$ cat src/rtl/vdp_dma_pkg.sv
package vdp_dma_pkg;

  typedef enum logic [1:0] {
    TGT_VRAM = 2'b00,
    TGT_PAL  = 2'b01,
    TGT_SCR  = 2'b10,
    TGT_NONE = 2'b11
  } tgt_e;

  typedef enum logic [1:0] {
    MODE_XFER = 2'd0,
    MODE_FILL = 2'd1,
    MODE_COPY = 2'd2
  } mode_e;

  typedef enum logic [3:0] {
    ACT_NONE,
    ACT_FETCH,      // issue external read
    ACT_XFER_HI,    // fetched word arrived, VRAM high byte
    ACT_XFER_LO,    // VRAM low byte from latch
    ACT_XFER_WORD,  // fetched word arrived, table write
    ACT_FILL_LO,
    ACT_FILL_HI,
    ACT_FILL_WORD,
    ACT_COPY_RD,
    ACT_COPY_WR
  } act_e;

  function automatic mode_e decode_mode(input logic [1:0] sel);
    if (!sel[1])    return MODE_XFER;
    else if (!sel[0]) return MODE_FILL;
    else            return MODE_COPY;
  endfunction

  function automatic logic [23:0] ext_src(input logic [7:0] hi,
                                          input logic [7:0] mid,
                                          input logic [7:0] lo);
    return {hi, mid, lo};
  endfunction

  // True for the action that finishes one unit of the job.
  function automatic logic closes_unit(input act_e a);
    return (a == ACT_XFER_LO) || (a == ACT_XFER_WORD) || (a == ACT_FILL_HI) ||
           (a == ACT_FILL_WORD) || (a == ACT_COPY_WR);
  endfunction

endpackage

$ cat src/rtl/vdp_dma_ctrl.sv
module vdp_dma_ctrl
  import vdp_dma_pkg::*;
#(
  parameter int LEN_W  = 16,
  parameter int WORD_W = 16
) (
  input  logic              clk,
  input  logic              rst_n,
  input  logic              slot_i,
  input  logic              dma_en_i,
  input  logic              start_i,
  input  mode_e             mode_i,
  input  tgt_e              tgt_i,
  input  logic              ext_valid_i,
  input  logic [LEN_W-1:0]  len_i,
  input  logic [WORD_W-1:0] fill_data_i,
  input  logic [WORD_W-1:0] ext_data_i,
  input  logic [WORD_W-1:0] copy_data_i,
  output act_e              act_o,
  output logic              unit_done_o,
  output logic              run_o,
  output logic              pend_o,
  output logic [WORD_W-1:0] val_o
);

  logic run_q, pend_q, half_q;
  logic [WORD_W-1:0] val_q;
  logic is_vram, step, last_unit;
  act_e act;

  assign is_vram = (tgt_i == TGT_VRAM);
  assign step    = run_q && dma_en_i && slot_i && !pend_q;

  always_comb begin
    act = ACT_NONE;
    if (pend_q) begin
      if (ext_valid_i) act = is_vram ? ACT_XFER_HI : ACT_XFER_WORD;
    end else if (step) begin
      case (mode_i)
        MODE_XFER: act = (is_vram && half_q) ? ACT_XFER_LO : ACT_FETCH;
        MODE_FILL: act = !is_vram ? ACT_FILL_WORD : (half_q ? ACT_FILL_HI : ACT_FILL_LO);
        MODE_COPY: act = half_q ? ACT_COPY_WR : ACT_COPY_RD;
        default:   act = ACT_NONE;
      endcase
    end
  end

  assign unit_done_o = closes_unit(act);
  assign last_unit   = unit_done_o && (len_i == LEN_W'(1));

  always_ff @(posedge clk) begin
    if (!rst_n) begin
      run_q  <= 1'b0;
      pend_q <= 1'b0;
      half_q <= 1'b0;
      val_q  <= '0;
    end else if (start_i && !run_q) begin
      run_q  <= 1'b1;
      half_q <= 1'b0;
      val_q  <= fill_data_i;
    end else begin
      if (last_unit) run_q <= 1'b0;
      case (act)
        ACT_FETCH:     pend_q <= 1'b1;
        ACT_XFER_HI:   begin pend_q <= 1'b0; half_q <= 1'b1; val_q <= ext_data_i; end
        ACT_XFER_WORD: pend_q <= 1'b0;
        ACT_FILL_LO:   half_q <= 1'b1;
        ACT_COPY_RD:   begin half_q <= 1'b1; val_q <= copy_data_i; end
        default:       ;
      endcase
      if (unit_done_o) half_q <= 1'b0;
    end
  end

  assign act_o  = act;
  assign run_o  = run_q;
  assign pend_o = pend_q;
  assign val_o  = val_q;

  AST_STALL_HOLD: assert property (@(posedge clk) disable iff (!rst_n)
    pend_q && !ext_valid_i |=> pend_q);
  AST_IDLE_NO_STEP: assert property (@(posedge clk) disable iff (!rst_n)
    !run_q |-> act == ACT_NONE);
  AST_LAST_CLEARS_RUN: assert property (@(posedge clk) disable iff (!rst_n)
    last_unit |=> !run_q);
  AST_START_KEEPS_DATUM: assert property (@(posedge clk) disable iff (!rst_n)
    run_q && start_i && mode_i == MODE_FILL |=> val_q == $past(val_q));

endmodule

$ cat src/rtl/vdp_dma_regs.sv
module vdp_dma_regs #(
  parameter int ADDR_W = 16,
  parameter int AINC_W = 8,
  parameter int SRC_W  = 8,
  parameter int LEN_W  = 16
) (
  input  logic              clk,
  input  logic              rst_n,
  input  logic              step_i,
  input  logic [AINC_W-1:0] autoinc_i,
  input  logic              ld_addr_i,
  input  logic [ADDR_W-1:0] addr_i,
  input  logic              ld_src_lo_i,
  input  logic [SRC_W-1:0]  src_lo_i,
  input  logic              ld_len_i,
  input  logic [LEN_W-1:0]  len_i,
  output logic [ADDR_W-1:0] addr_o,
  output logic [SRC_W-1:0]  src_lo_o,
  output logic [LEN_W-1:0]  len_o
);

  function automatic logic [ADDR_W-1:0] bump_addr(input logic [ADDR_W-1:0] a,
                                                   input logic [AINC_W-1:0] inc);
    return a + ADDR_W'(inc);
  endfunction

  function automatic logic [LEN_W-1:0] drop_len(input logic [LEN_W-1:0] n);
    return n - LEN_W'(1);
  endfunction

  always_ff @(posedge clk) begin
    if (!rst_n) begin
      addr_o   <= '0;
      src_lo_o <= '0;
      len_o    <= '0;
    end else begin
      if (ld_addr_i)        addr_o <= addr_i;
      else if (step_i)      addr_o <= bump_addr(addr_o, autoinc_i);
      if (ld_src_lo_i)      src_lo_o <= src_lo_i;
      else if (step_i)      src_lo_o <= src_lo_o + SRC_W'(1);
      if (ld_len_i)         len_o <= len_i;
      else if (step_i)      len_o <= drop_len(len_o);
    end
  end

  AST_SRC_WRAP: assert property (@(posedge clk) disable iff (!rst_n)
    step_i && !ld_src_lo_i && (&src_lo_o) |=> src_lo_o == '0);
  AST_LEN_HOLD: assert property (@(posedge clk) disable iff (!rst_n)
    !step_i && !ld_len_i |=> $stable(len_o));
  AST_ADDR_HOLD: assert property (@(posedge clk) disable iff (!rst_n)
    !step_i && !ld_addr_i |=> $stable(addr_o));

endmodule

$ cat src/rtl/vdp_dma_memif.sv
module vdp_dma_memif
  import vdp_dma_pkg::*;
#(
  parameter int ADDR_W    = 16,
  parameter int SRC_W     = 8,
  parameter int WORD_W    = 16,
  parameter int PAL_DEPTH = 64,
  parameter int SCR_DEPTH = 40,
  parameter int SCR_SPAN  = 64,
  localparam int BYTE_W   = WORD_W / 2,
  localparam int PAL_IW   = $clog2(PAL_DEPTH),
  localparam int SCR_IW   = $clog2(SCR_SPAN)
) (
  input  act_e              act_i,
  input  tgt_e              tgt_i,
  input  logic [ADDR_W-1:0] addr_i,
  input  logic [WORD_W-1:0] val_i,
  input  logic [WORD_W-1:0] ext_data_i,
  input  logic [SRC_W-1:0]  src_mid_i,
  input  logic [SRC_W-1:0]  src_lo_i,
  output logic              vram_we_o,
  output logic [ADDR_W-1:0] vram_addr_o,
  output logic [BYTE_W-1:0] vram_wdata_o,
  output logic [ADDR_W-1:0] vram_raddr_o,
  input  logic [BYTE_W-1:0] vram_rdata_i,
  output logic              pal_we_o,
  output logic [PAL_IW-1:0] pal_idx_o,
  output logic [WORD_W-1:0] pal_wdata_o,
  output logic [PAL_IW-1:0] pal_raddr_o,
  input  logic [WORD_W-1:0] pal_rdata_i,
  output logic              scr_we_o,
  output logic [SCR_IW-1:0] scr_idx_o,
  output logic [WORD_W-1:0] scr_wdata_o,
  output logic [SCR_IW-1:0] scr_raddr_o,
  input  logic [WORD_W-1:0] scr_rdata_i,
  output logic [WORD_W-1:0] copy_data_o
);

  function automatic logic scr_in_range(input logic [SCR_IW-1:0] idx);
    return {1'b0, idx} < (SCR_IW+1)'(SCR_DEPTH);
  endfunction

  logic word_act;
  logic [WORD_W-1:0] word_data;
  logic [ADDR_W-1:0] addr_pair;

  assign addr_pair = addr_i ^ ADDR_W'(1);
  assign word_act  = (act_i == ACT_XFER_WORD) || (act_i == ACT_FILL_WORD) ||
                     (act_i == ACT_COPY_WR);
  assign word_data = (act_i == ACT_XFER_WORD) ? ext_data_i : val_i;

  always_comb begin
    vram_we_o    = 1'b0;
    vram_addr_o  = addr_i;
    vram_wdata_o = val_i[BYTE_W-1:0];
    case (act_i)
      ACT_XFER_HI: begin vram_we_o = 1'b1; vram_wdata_o = ext_data_i[WORD_W-1:BYTE_W]; end
      ACT_XFER_LO: begin vram_we_o = 1'b1; vram_addr_o = addr_pair; end
      ACT_FILL_LO: vram_we_o = 1'b1;
      ACT_FILL_HI: begin vram_we_o = 1'b1; vram_addr_o = addr_pair;
                         vram_wdata_o = val_i[WORD_W-1:BYTE_W]; end
      ACT_COPY_WR: vram_we_o = 1'b1;
      default:     ;
    endcase
    if (tgt_i != TGT_VRAM) vram_we_o = 1'b0;
  end

  assign pal_idx_o   = addr_i[PAL_IW:1];
  assign pal_wdata_o = word_data;
  assign pal_we_o    = word_act && (tgt_i == TGT_PAL);

  assign scr_idx_o   = addr_i[SCR_IW:1];
  assign scr_wdata_o = word_data;
  assign scr_we_o    = word_act && (tgt_i == TGT_SCR) && scr_in_range(scr_idx_o);

  assign vram_raddr_o = ADDR_W'({src_mid_i, src_lo_i});
  assign pal_raddr_o  = src_lo_i[PAL_IW-1:0];
  assign scr_raddr_o  = src_lo_i[SCR_IW-1:0];

  always_comb begin
    case (tgt_i)
      TGT_VRAM: copy_data_o = WORD_W'(vram_rdata_i);
      TGT_PAL:  copy_data_o = pal_rdata_i;
      TGT_SCR:  copy_data_o = scr_in_range(scr_raddr_o) ? scr_rdata_i : '0;
      default:  copy_data_o = '0;
    endcase
  end

endmodule

$ cat src/rtl/vdp_dma_engine.sv
module vdp_dma_engine
  import vdp_dma_pkg::*;
#(
  parameter int ADDR_W    = 16,
  parameter int LEN_W     = 16,
  parameter int PAL_DEPTH = 64,
  parameter int SCR_DEPTH = 40,
  parameter int SCR_SPAN  = 64,
  localparam int SRC_W    = 8,
  localparam int WORD_W   = 16,
  localparam int BYTE_W   = WORD_W / 2,
  localparam int EXT_W    = 3 * SRC_W,
  localparam int PAL_IW   = $clog2(PAL_DEPTH),
  localparam int SCR_IW   = $clog2(SCR_SPAN)
) (
  input  logic              clk,
  input  logic              rst_n,
  input  logic              dma_en_i,
  input  logic              slot_i,
  input  logic              start_i,
  input  logic [WORD_W-1:0] fill_data_i,
  input  logic [1:0]        target_i,
  input  logic [SRC_W-1:0]  src_hi_i,
  input  logic [SRC_W-1:0]  src_mid_i,
  input  logic [SRC_W-1:0]  autoinc_i,
  input  logic              ld_addr_i,
  input  logic [ADDR_W-1:0] addr_i,
  input  logic              ld_src_lo_i,
  input  logic [SRC_W-1:0]  src_lo_i,
  input  logic              ld_len_i,
  input  logic [LEN_W-1:0]  len_i,
  output logic [ADDR_W-1:0] addr_o,
  output logic [SRC_W-1:0]  src_lo_o,
  output logic [LEN_W-1:0]  len_o,
  output logic              busy_o,
  output logic              ext_req_o,
  output logic [EXT_W-1:0]  ext_addr_o,
  input  logic              ext_valid_i,
  input  logic [WORD_W-1:0] ext_data_i,
  output logic              vram_we_o,
  output logic [ADDR_W-1:0] vram_addr_o,
  output logic [BYTE_W-1:0] vram_wdata_o,
  output logic [ADDR_W-1:0] vram_raddr_o,
  input  logic [BYTE_W-1:0] vram_rdata_i,
  output logic              pal_we_o,
  output logic [PAL_IW-1:0] pal_idx_o,
  output logic [WORD_W-1:0] pal_wdata_o,
  output logic [PAL_IW-1:0] pal_raddr_o,
  input  logic [WORD_W-1:0] pal_rdata_i,
  output logic              scr_we_o,
  output logic [SCR_IW-1:0] scr_idx_o,
  output logic [WORD_W-1:0] scr_wdata_o,
  output logic [SCR_IW-1:0] scr_raddr_o,
  input  logic [WORD_W-1:0] scr_rdata_i
);

  tgt_e  tgt;
  mode_e mode;
  act_e  act;
  logic  unit_done, run, pend;
  logic [WORD_W-1:0] val, copy_data;

  assign tgt  = tgt_e'(target_i);
  assign mode = decode_mode(src_hi_i[SRC_W-1:SRC_W-2]);

  vdp_dma_ctrl #(.LEN_W(LEN_W), .WORD_W(WORD_W)) u_ctrl (
    .clk, .rst_n, .slot_i, .dma_en_i, .start_i,
    .mode_i(mode), .tgt_i(tgt), .ext_valid_i, .len_i(len_o),
    .fill_data_i, .ext_data_i, .copy_data_i(copy_data),
    .act_o(act), .unit_done_o(unit_done), .run_o(run), .pend_o(pend), .val_o(val)
  );

  vdp_dma_regs #(.ADDR_W(ADDR_W), .AINC_W(SRC_W), .SRC_W(SRC_W), .LEN_W(LEN_W)) u_regs (
    .clk, .rst_n, .step_i(unit_done), .autoinc_i,
    .ld_addr_i, .addr_i, .ld_src_lo_i, .src_lo_i, .ld_len_i, .len_i,
    .addr_o, .src_lo_o, .len_o
  );

  vdp_dma_memif #(.ADDR_W(ADDR_W), .SRC_W(SRC_W), .WORD_W(WORD_W),
                  .PAL_DEPTH(PAL_DEPTH), .SCR_DEPTH(SCR_DEPTH), .SCR_SPAN(SCR_SPAN)) u_memif (
    .act_i(act), .tgt_i(tgt), .addr_i(addr_o), .val_i(val), .ext_data_i,
    .src_mid_i, .src_lo_i(src_lo_o),
    .vram_we_o, .vram_addr_o, .vram_wdata_o, .vram_raddr_o, .vram_rdata_i,
    .pal_we_o, .pal_idx_o, .pal_wdata_o, .pal_raddr_o, .pal_rdata_i,
    .scr_we_o, .scr_idx_o, .scr_wdata_o, .scr_raddr_o, .scr_rdata_i,
    .copy_data_o(copy_data)
  );

  assign busy_o     = run;
  assign ext_req_o  = pend;
  assign ext_addr_o = ext_src(src_hi_i, src_mid_i, src_lo_o);

  AST_QUIET_IDLE: assert property (@(posedge clk) disable iff (!rst_n)
    !busy_o |-> !(vram_we_o || pal_we_o || scr_we_o));
  AST_ONE_PORT: assert property (@(posedge clk) disable iff (!rst_n)
    $onehot0({vram_we_o, pal_we_o, scr_we_o}));
  AST_SCR_BOUND: assert property (@(posedge clk) disable iff (!rst_n)
    scr_we_o |-> {1'b0, scr_idx_o} < (SCR_IW+1)'(SCR_DEPTH));
  AST_STALL_NO_WRITE: assert property (@(posedge clk) disable iff (!rst_n)
    ext_req_o && !ext_valid_i |-> !(vram_we_o || pal_we_o || scr_we_o));
  AST_REQ_NEEDS_RUN: assert property (@(posedge clk) disable iff (!rst_n)
    ext_req_o |-> busy_o);

endmodule

$ cat config.mk
export PLATFORM = sky130hd
export DESIGN_NAME = vdp_dma_engine
export DESIGN_NICKNAME = d
export VERILOG_FILES = /design/src/rtl/vdp_dma_pkg.sv /design/src/rtl/vdp_dma_ctrl.sv /design/src/rtl/vdp_dma_regs.sv /design/src/rtl/vdp_dma_memif.sv /design/src/rtl/vdp_dma_engine.sv
export SDC_FILE = /design/constraint.sdc
export NUM_CORES = 1
export LEC_CHECK = 0
export BUFFER_PORTS_ARGS = -buffer_cell sky130_fd_sc_hd__buf_2
export CAP_MARGIN = 25
export CORE_AREA = 2 2 120 122
export DETAILED_ROUTE_END_ITERATION = 7
export DIE_AREA = 0 0 122 124
export PLACE_DENSITY = 0.71
export SLEW_MARGIN = 10
export SYNTH_ARGS = -nofsm -noshare
export SYNTH_HDL_FRONTEND = slang
export SYNTH_HIERARCHICAL = 1
export SYNTH_SLANG_ARGS = --single-unit
$ cat constraint.sdc
create_clock -name clk -period 3.9 [get_ports clk]
set_clock_uncertainty 0.1 [all_clocks]
set_input_delay 0.39 -clock clk [delete_from_list [all_inputs] [get_ports clk]]
set_output_delay 0.39 -clock clk [all_outputs]
set_load 0.02 [all_outputs]
# After elaboration in Yosys (flattened, before gate mapping)
# Cells that the tools add are included.
[totals]
output_inout_bits = 165
inputBits = 147
register_bits = 59
wordCells = 90
[op_classes]
add_sub_neg = 3
eq_ne = 14
muxes = 29
order_cmp = 2
reduce_logical = 32
n_bitwise = 3
[op_table]
columns = ["cell", "n"]
rows = [
  ["16-bit two-way mux", 7],
  ["16-bit one-hot mux with 3 select lines", 1],
  ["16-bit one-hot mux with 2 select lines", 1],
  ["16-bit by 8-bit adder with 16-bit output", 1],
  ["16-bit by 1-bit equality test with 1-bit output, second input constant", 1],
  ["4-bit by 3-bit equality test with 1-bit output, second input constant", 4],
  ["4-bit two-way mux", 4],
  ["8-bit two-way mux", 2],
  ["8-bit one-hot mux with 2 select lines", 1],
  ["16-bit by 1-bit subtractor with 16-bit output, second input constant", 1],
  ["6-bit < comparator, second input constant", 2],
  ["4-bit one-hot mux with 3 select lines", 1],
  ["2-bit nonzero test", 6],
  ["1-bit logical AND", 9],
  ["8-bit by 1-bit adder with 8-bit output, second input constant", 1],
  ["4-bit by 2-bit equality test with 1-bit output, second input constant", 2],
  ["4-bit equality test, second input constant", 2],
  ["2-bit two-way mux", 4],
  ["1-bit logical OR", 6],
  ["1-bit two-way mux", 6],
  ["3-bit OR reduction", 2],
  ["5-bit OR reduction", 1],
  ["2-bit by 1-bit equality test with 1-bit output, second input constant", 2],
  ["2-bit equality test, second input constant", 2],
  ["other kinds (9)", 14],
]

# Logic depth before layout (Yosys ltp)
# Gate-level depths: netlist (run 1).
[logic_depth]
ltp_word = 14
mapped_depth = 11
mapped_depth_nobuf = 10

# Modules after synthesis
# Netlist (run 1), hierarchy kept.
[by_module_without_submodules]
columns = ["mod", "cells_per_inst", "seq_area_each_um2", "n_inst", "area_each_um2"]
rows = [
  ["vdp_dma_regs", 286, 800.8, 1, 2391.0],
  ["vdp_dma_memif", 158, 0.0, 1, 1325.0],
  ["vdp_dma_ctrl", 162, 380.4, 1, 1247.4],
  ["vdp_dma_engine", 26, 0.0, 1, 196.4],
]

# Worst setup path after synthesis (run 1)
# No wires, ideal clock.
[synth_path]
path_kind = "register to output"
start = "register u_ctrl.pend_q (netlist: u_ctrl/pend_o)"
end = "output scr_we_o"
arrival_time_ps = 2654
n_path_buf = 1
path_stages_with_launch = 8
slack_ps = 756
required_time_ps = 3410
path_cell_list = "dfxtp_1 -> nand4b_1 -> clkbuf_1 -> nor2_1 -> a21o_1 -> nor4b_4 -> nor3_1 -> nor4bb_1"
[synth_via]
elab_chain_cells = 9
elab_cells_between_ends = 11
cone_classes = "eq/ne: 3; mux: 2; reduce/logical: 6"
[synth_rtl]
columns = ["item", "line_no", "text"]
rows = [
  ["start: declaration", "vdp_dma_ctrl.sv:26", "logic run_q, pend_q, half_q;"],
  ["start signal: assignment", "vdp_dma_ctrl.sv:54", "pend_q <= 1'b0;"],
  ["start signal: assignment", "vdp_dma_ctrl.sv:64", "ACT_FETCH: pend_q <= 1'b1;"],
  ["start signal: assignment", "vdp_dma_ctrl.sv:65", "ACT_XFER_HI: begin pend_q <= 1'b0; half_q <= 1'b1; val_q <= ext_data_i; end"],
  ["1-bit zero test", "vdp_dma_ctrl.sv:32", "assign step = run_q && dma_en_i && slot_i && !pend_q;"],
  ["1-bit logical AND", "vdp_dma_ctrl.sv:32", ""],
  ["4-bit two-way mux", "vdp_dma_ctrl.sv:38", "end else if (step) begin"],
  ["4-bit two-way mux *", "vdp_dma_ctrl.sv:36", "if (pend_q) begin"],
  ["named net act[1]", "vdp_dma_engine.sv:59", "act_e act;"],
  ["4-bit by 3-bit equality test with 1-bit output", "vdp_dma_memif.sv:48", "assign word_act = (act_i == ACT_XFER_WORD) || (act_i == ACT_FILL_WORD) ||"],
  ["1-bit logical OR", "vdp_dma_memif.sv:48", ""],
  ["1-bit logical OR *", "vdp_dma_memif.sv:48", ""],
  ["1-bit logical AND * (2 in series)", "vdp_dma_memif.sv:74", "assign scr_we_o = word_act && (tgt_i == TGT_SCR) && scr_in_range(scr_idx_o);"],
  ["end: declaration", "vdp_dma_engine.sv:50", "output logic scr_we_o,"],
]
# Mark *: on every way through the listed nets, which the timed path passes. The rest lies on a longest branch.

# Final worst setup path (run 1)
[layout_path]
start = "register u_ctrl.run_q (netlist: u_ctrl/run_o)"
end = "output vram_wdata_o[4]"
[layout_via]
elab_chain_cells = 7
elab_cells_between_ends = 8
cone_classes = "eq/ne: 2; mux: 3; reduce/logical: 3"
[layout_rtl]
columns = ["item", "line_no", "text"]
rows = [
  ["start: declaration", "vdp_dma_ctrl.sv:26", ""],
  ["start signal: assignment", "vdp_dma_ctrl.sv:53", "run_q <= 1'b0;"],
  ["start signal: assignment", "vdp_dma_ctrl.sv:58", "run_q <= 1'b1;"],
  ["start signal: assignment", "vdp_dma_ctrl.sv:62", "if (last_unit) run_q <= 1'b0;"],
  ["1-bit logical AND * (3 in series)", "vdp_dma_ctrl.sv:32", ""],
  ["4-bit two-way mux *", "vdp_dma_ctrl.sv:38", ""],
  ["4-bit two-way mux *", "vdp_dma_ctrl.sv:36", ""],
  ["named net act[0]", "vdp_dma_engine.sv:59", ""],
  ["4-bit by 3-bit equality test with 1-bit output / 4-bit by 2-bit equality test with 1-bit output (equally long branches)", "vdp_dma_memif.sv:56", "case (act_i)"],
  ["8-bit one-hot mux with 2 select lines *", "vdp_dma_memif.sv:56", ""],
  ["end: declaration", "vdp_dma_engine.sv:42", "output logic [BYTE_W-1:0] vram_wdata_o,"],
]
# Marked as above.

==> metrics.md, run 1 <==
| Metric | Value |
|---|---|
| Status | complete, no violations |
| DRC errors left | 0 |
| Syn_area_per_cell | 8.16 um2 |
| Max FO, Critical Path | 19 |
| Setup_tns | 0 ns |
| First DRT Iteration DRCs | 262 |
| Detailed-route via count | 5174 |
| Final setup margin | 0.428 ns |
| Core Box Area | 13700 um2 |
| Mux cell area share after synthesis | 6.98% |
| Register area share after synthesis | a little under a quarter |
| Final Routed Wirelength | 16300 um |
| Largest family of logic cells by synthesized area | compound AO/OA/AOI/OAI gates |
| Synthesized area | 5160 um2 |
| Starting Density | 37.6% |
| Largest area contributor in the synthesized netlist | dfxtp_1 |
| EDFF count, synth | 0 |
| Max-slew violations | 0 |
| CTS Buf Count | 9 |
| Area contributors post-synth | dfxtp_1, buf_4, a21oi_1 |
| Final ANT Viol Nets | 0 |
| Yosys warnings | 6 |
| Vias per cell | 5.27 |
| Hold/Removal Path Class | primary input to register |
| Final min period | 3.47 ns |
| Crit start category | register |
| Cell Rows | 43 |
| Leakage | ~3 nW |
| Synth Area in Compound Gates | 22.4% |
| Synth Area in XOR/XNOR | under 10% |
| Max rail drop VDD | 201 uV |
| Initial antenna violation count | 0 |
| Final core occ | 45.6% |
| # setup viols final | 0 |
| Final Cycle Share | 89.0% |
| CTS tree | yes |
| Post-place setup slack | 0.652 ns |
| Fin area | about 6300 um2 |
| CTS Hold Buffers Added | 0 |
| Vias in the first global route | 4706 |
| Ratio of cells with drive above 1 in the final layout | 41.9% |
| Synth top area share | 22.9% |
| I/O pins | between 300 and 400 |
| GRT Total Usage | between 20% and 30% |
| Final Wtd Congestion | 0.851 |
| Pin count of the biggest net entering global routing | 34 |
| Unrepaired setup endpoints after global routing | false |
| Synth cell types | 66 |
| Die Wd | 122 um |
| Least-Margin Pin Slew | 0.885 ns |
| Drt wl/cell | 16.6 um |
| Gr ovfl total | 0 |
| Post-Syn Instances | around 630 |
| Latest clock arrival within the worst-skew pair | 0.33 ns |
| First-pass GRT wire length | 24100 um |
| CTS Sinks | 59 |
| Die Footprint | 15100 um2 |
| Worst Path Required | 3.41 ns |
| Post-synth top cells | buf_4, dfxtp_1, a21oi_1, o21ai_0, nor2_1 |
| Crit. End Element | primary output |
| Antenna cell count | 0 |
| Layout area overhead | 21.2% |
| Fill cell count | roughly 1400 |
| Crit path DAT | 2.98 ns |
| Mapped Nets | 790 |
| Rel. slew slack | 40.9% |
| Max-Cap Viols | 0 |
| Placed Area | 5940 um2 |
| Flops & latches, synth | between 50 and 60 |
| DPL Wire Length | 12600 um |
| Main synth FF type | dfxtp_1 |
| Die boundary height | about 120 um |
| Clock transition at the registers of the reported paths | about 0.05 ns |
| Fmax | 0.288 GHz |
| CP Class | register to primary output |
| Adder-cell share of the synthesized area | 2.81% |
| NumNets Final | 956 |
| Simple-gate share of the synthesized area | 21.3% |
| Most frequent cell after synthesis | buf_4 |
| Clock Path Buffers | 2 |
| H-tree depth reported by CTS | 3 |
| Number of detailed-route iterations in the first pass | 4 |
| Ys async rst share | 0% |
| Pwr/cell area | 347 nW/um2 |
| Resized Gates After CTS | 0 |
| Final Hold Fails | 0 |
| CTS Root Cell | clkbuf_16 |
| # Post-CTS Setup Buffers | 0 |
| Port Buffers | 275 |
-- final timing paths --
path                     from                to  slack (ns)  cells past startpoint
max              u_ctrl/run_o   vram_wdata_o[4]        0.43                      7
min                  len_i[0]   u_regs/len_o[0]        0.18                      2
max reg2reg      u_ctrl/run_o  u_regs/len_o[15]        1.07                      8
min reg2reg  u_ctrl/val_o[11]  u_ctrl/val_o[11]        0.39                      1
-- placed cells by master (no fill, tap or decap), drive strengths merged, types with 6 or more instances in the layout --
| master | instances |
|---|---|
| a211oi | 12 |
| a21oi | 45 |
| a221o | 8 |
| a22o | 12 |
| a32o | 12 |
| and2 | 13 |
| buf | 286 |
| clkbuf | 10 |
| dfxtp | 59 |
| ha | 10 |
| inv | 6 |
| mux2 | 16 |
| mux2i | 18 |
| nand2 | 36 |
| nand2b | 14 |
| nand3 | 6 |
| nand4 | 6 |
| nor2 | 40 |
| nor2b | 10 |
| nor3 | 21 |
| nor3b | 8 |
| nor4 | 10 |
| o211a | 6 |
| o21ai | 41 |
| o2bb2ai | 8 |
| or3 | 6 |
| xnor2 | 25 |
| xor2 | 7 |
-- power breakdown --
| group | internal (mW) | switching (mW) | total (mW) |
|---|---|---|---|
| clock network | 0.570 | 0.290 | 0.861 |
| registers | 0.646 | 0.0596 | 0.705 |
| logic | 0.249 | 0.352 | 0.602 |
-- final cells by class --
cell class / instances / area [um2] / area share [%]
multi-input combinational: 436 / 3050 / 48.7
timing repair buffer: 286 / 1460 / 23.4
sequential: 59 / 1180 / 18.9
clock buffer: 10 / 239 / 3.82
tap: 180 / 225 / 3.60
clock inverter: 5 / 77.6 / 1.24
inverter: 6 / 22.5 / 0.360
-- metal layers --
layer  vias up  routed length (um)  share of wire (%)  GRT usage (%)
met5         -                   0                  0              0
met4         0                 368                2.3           9.34
met3        29                1130                6.9           3.89
met2       207                8150                 50           36.7
met1      2399                6630                 41           23.7
li1       2539                   -                  -              -
-- cells by family after synthesis --
| kind of cell | after synthesis |
|---|---|
| AOI/OAI and AO/OA | 168 |
| xor gates and xnor gates | 32 |
| adders and majority gates | 11 |
| buffers and inverters | 137 |
| DFF | 59 |
| muxes | 34 |
| and+or+nand+nor | 191 |
-- critical path, cell delays in order (launching register included) --
cell      delay (ns)
dfxtp_1         0.41
nand4b_1        0.25
buf_4           0.28
nor2_1          0.49
or3b_1          0.61
nor3b_1         0.12
a221o_1         0.32
buf_2           0.17
-- sequential cells by signal (all words and copies together), names as in the netlist --
name and count:
u_ctrl/val_o 16, u_regs/addr_o 16, u_ctrl/pend_o 1, u_ctrl/run_o 1, u_regs/src_lo_o 8, u_regs/len_o 16
u_ctrl/half_q 1
-- metrics by stage --
step	hold slack, ns	power (mW)	cells
detailed placement	0.382	1.32	967
global route	0.181	2.28	982
CTS	0.163	2.19	982
floorplan	0.360	1.19	632
finish	0.180	2.17	982
global placement	0.381	1.31	966
Note: power is estimated with default switching activity, not from simulation.
==> run 2, diff against run 1 <==
--- a/config.mk
+++ b/config.mk
@@ -5,12 +5,13 @@
 export SDC_FILE = /design/constraint.sdc
 export NUM_CORES = 1
 export LEC_CHECK = 0
+export ABC_CLOCK_PERIOD_IN_PS = 3900
 export BUFFER_PORTS_ARGS = -buffer_cell sky130_fd_sc_hd__buf_2
-export CAP_MARGIN = 25
-export CORE_AREA = 2 2 120 122
+export CAP_MARGIN = 40
+export CORE_ASPECT_RATIO = 2
+export CORE_MARGIN = 2
+export CORE_UTILIZATION = 30
 export DETAILED_ROUTE_END_ITERATION = 7
-export DIE_AREA = 0 0 122 124
-export PLACE_DENSITY = 0.71
 export SLEW_MARGIN = 10
 export SYNTH_ARGS = -nofsm -noshare
 export SYNTH_HDL_FRONTEND = slang
==> run 2 against run 1 <==
Compared with the run above:
- fmax increased by 6.3%
- final area is 0.44% higher
- routed wire length grew 10%
- highest routed layer is now met5
- critical path depth did not move
- worst hold slack lost 0.0096 ns
- global-route usage fell by 1.8 points
==> metrics.md, run 2 (synthesis gave the netlist of run 1 again) <==
| Metric | Value |
|---|---|
| Vias per cell | between 5 and 6 |
| Rel. slew slack | a little under half |
| Worst Path Required | 3.41 ns |
| Max-slew violations | 0 |
| Crit path DAT | 2.78 ns |
| CP cell instances | nand4b_1 > nor2_1 > a21o_1 > or3b_1 > nor3b_1 > a221o_1 > buf_2 |
| Final Wtd Congestion | 0.829 |
| Core Box Area | 16800 um2 |
| Die Wd | 96.7 um |
| Global route hottest layer | met2 |
| Pwr/cell area | 338 nW/um2 |
| CTS Buf Count | 9 |
| Cell Rows | 67 |
| # setup viols final | 0 |
| Crit. End Element | primary output |
| CP max stage delay | 0.67 ns |
| Hold path startpoint | len_i[0] |
| Hold/Removal Path Class | primary input to register |
| Final ANT Viol Nets | 0 |
| Detailed-route via count | 5199 |
| Met1 Usage GRT | 18.6% |
| Unrepaired setup endpoints after global routing | false |
| Die Footprint | 18300 um2 |
| Met3 Use GR | approximately 3.3% |
| GRT Total Usage | 18.7% |
| CP Class | register to primary output |
| FF-to-FF setup slack | a little over 1 ns |
| Final min period | 3.27 ns |
| Starting Density | 30.8% |
| Number of detailed-route iterations in the first pass | 4 |
| First DRT Iteration DRCs | 145 |
| CTS tree | yes |
| Least-Margin Pin Slew | around 0.8 ns |
| Ratio of cells with drive above 1 in the final layout | 42.0% |
| Layout area overhead | 21.8% |
| Crit start category | register |
| Setup_tns | 0 ns |
| Tot Pwr | 2.12 mW |
| Cell family with most CP delay | simple AND/OR/NAND/NOR gates |
| Clock transition at the registers of the reported paths | ~0.06 ns |
| Final Routed Wirelength | 18000 um |
| Most common cell after layout, fill and taps aside | buf_2 |
| Max FO, Critical Path | 16 |
| RR Endpoint | u_regs/len_o[15] |
| Port Buffers | 275 |
| NumNets Final | 958 |
| End point of the critical path | vram_wdata_o[4] |
| Fmax | around 0.31 GHz |
| Slowest stage cell on the critical path | or3b_1 |
| DRC errors left | 0 |
| Fill cell count | around 1800 |
| CP startpoint | u_ctrl/run_o |
| RR Startpoint | u_ctrl/pend_o |
| CTS Root Cell | clkbuf_16 |
| CTS Sinks | 59 |
| Worst Reg-to-Reg Cells | 10 |
| Final Cycle Share | approximately 84% |
| Status | complete, no violations |
| Clock Path Buffers | 2 |
| Antenna cell count | 0 |
| Resized Gates After CTS | 0 |
| Leakage | 3.00 nW |
| # Post-CTS Setup Buffers | 0 |
| Pin count of the biggest net entering global routing | 44 |
| Vias in the first global route | 5053 |
| H-tree depth reported by CTS | 3 |
| DPL Wire Length | 14200 um |
| Drt wl/cell | 17.8 um |
| Buf/Inv on CP | 1 |
| Gr ovfl total | 0 |
| Max-Cap Viols | 0 |
| Initial antenna violation count | 1 |
| CTS Hold Buffers Added | 0 |
| Final Hold Fails | 0 |
| Latest clock arrival within the worst-skew pair | roughly 0.34 ns |
| Cell count along the critical path | 7 |
| Max rail drop VDD | 192 uV |
| Storage cell area | approximately 1200 um2 |
| Commonest cells after routing, fill and taps aside | buf_2, dfxtp_1, a21oi_1 |
| I/O pins | 312 |
| GRT met2 Usage | between 30% and 40% |
| Die boundary height | 189 um |
| First-pass GRT wire length | around 27000 um |
| Multi-input gate area | 3050 um2 |
==> run 2: changes by cell type in the layout (fill, tap and decap cells not counted), sizes merged <==
cell,change
clkinv,+1
clkbuf,+1
bufinv,-1
buf,+2
==> run 2: report_power, final <==
group | total [mW] | switching (mW) | internal (mW) | leakage, nW
Sequential | 0.708 | 0.0627 | 0.646 | 0.488
Combinational | 0.606 | 0.356 | 0.250 | 2.36
Clock | 0.810 | 0.302 | 0.508 | 0.145
==> run 2: worst min-delay path by stage <==
stage | to | slack, ns | depth (start not counted)
4_1_cts | u_regs/len_o[0] | 0.16 | 2
2_1_floorplan | u_ctrl/val_o[10] | 0.36 | 1
3_3_place_gp | u_ctrl/val_o[10] | 0.38 | 1
5_1_grt | u_regs/len_o[0] | 0.17 | 2
6_report | u_regs/len_o[0] | 0.17 | 2
3_5_place_dp | u_ctrl/val_o[13] | 0.38 | 1
==> run 2: through the flow <==
stage               cell area (um2)  worst slack [ns]  utilization, %  std cells  hold slack [ns]
finish                         6280             0.633            37.5       1012            0.170
global route                   6280             0.380            37.5       1012            0.168
CTS                            6280             0.604            37.5       1012            0.161
detailed placement             5990             0.710            35.7        996            0.383
global placement               5980             0.750            35.6        995            0.379
floorplan                      5160             0.756               -        632            0.360
==> run 2: cell type report <==
type	count	area share [%]
clock buffer	11	3.86
clock inverter	5	0.836
inverter	6	0.358
multi-input combinational	436	48.5
sequential	59	18.8
tap	207	4.12
timing repair buffer	288	23.5
==> run 2: routing by layer <==
metal  vias to the layer above  share of wire [%]
met3                        45                5.1
li1                       2535                  -
met5                         -              0.072
met2                       214                 56
met1                      2403                 35
met4                         2                3.5
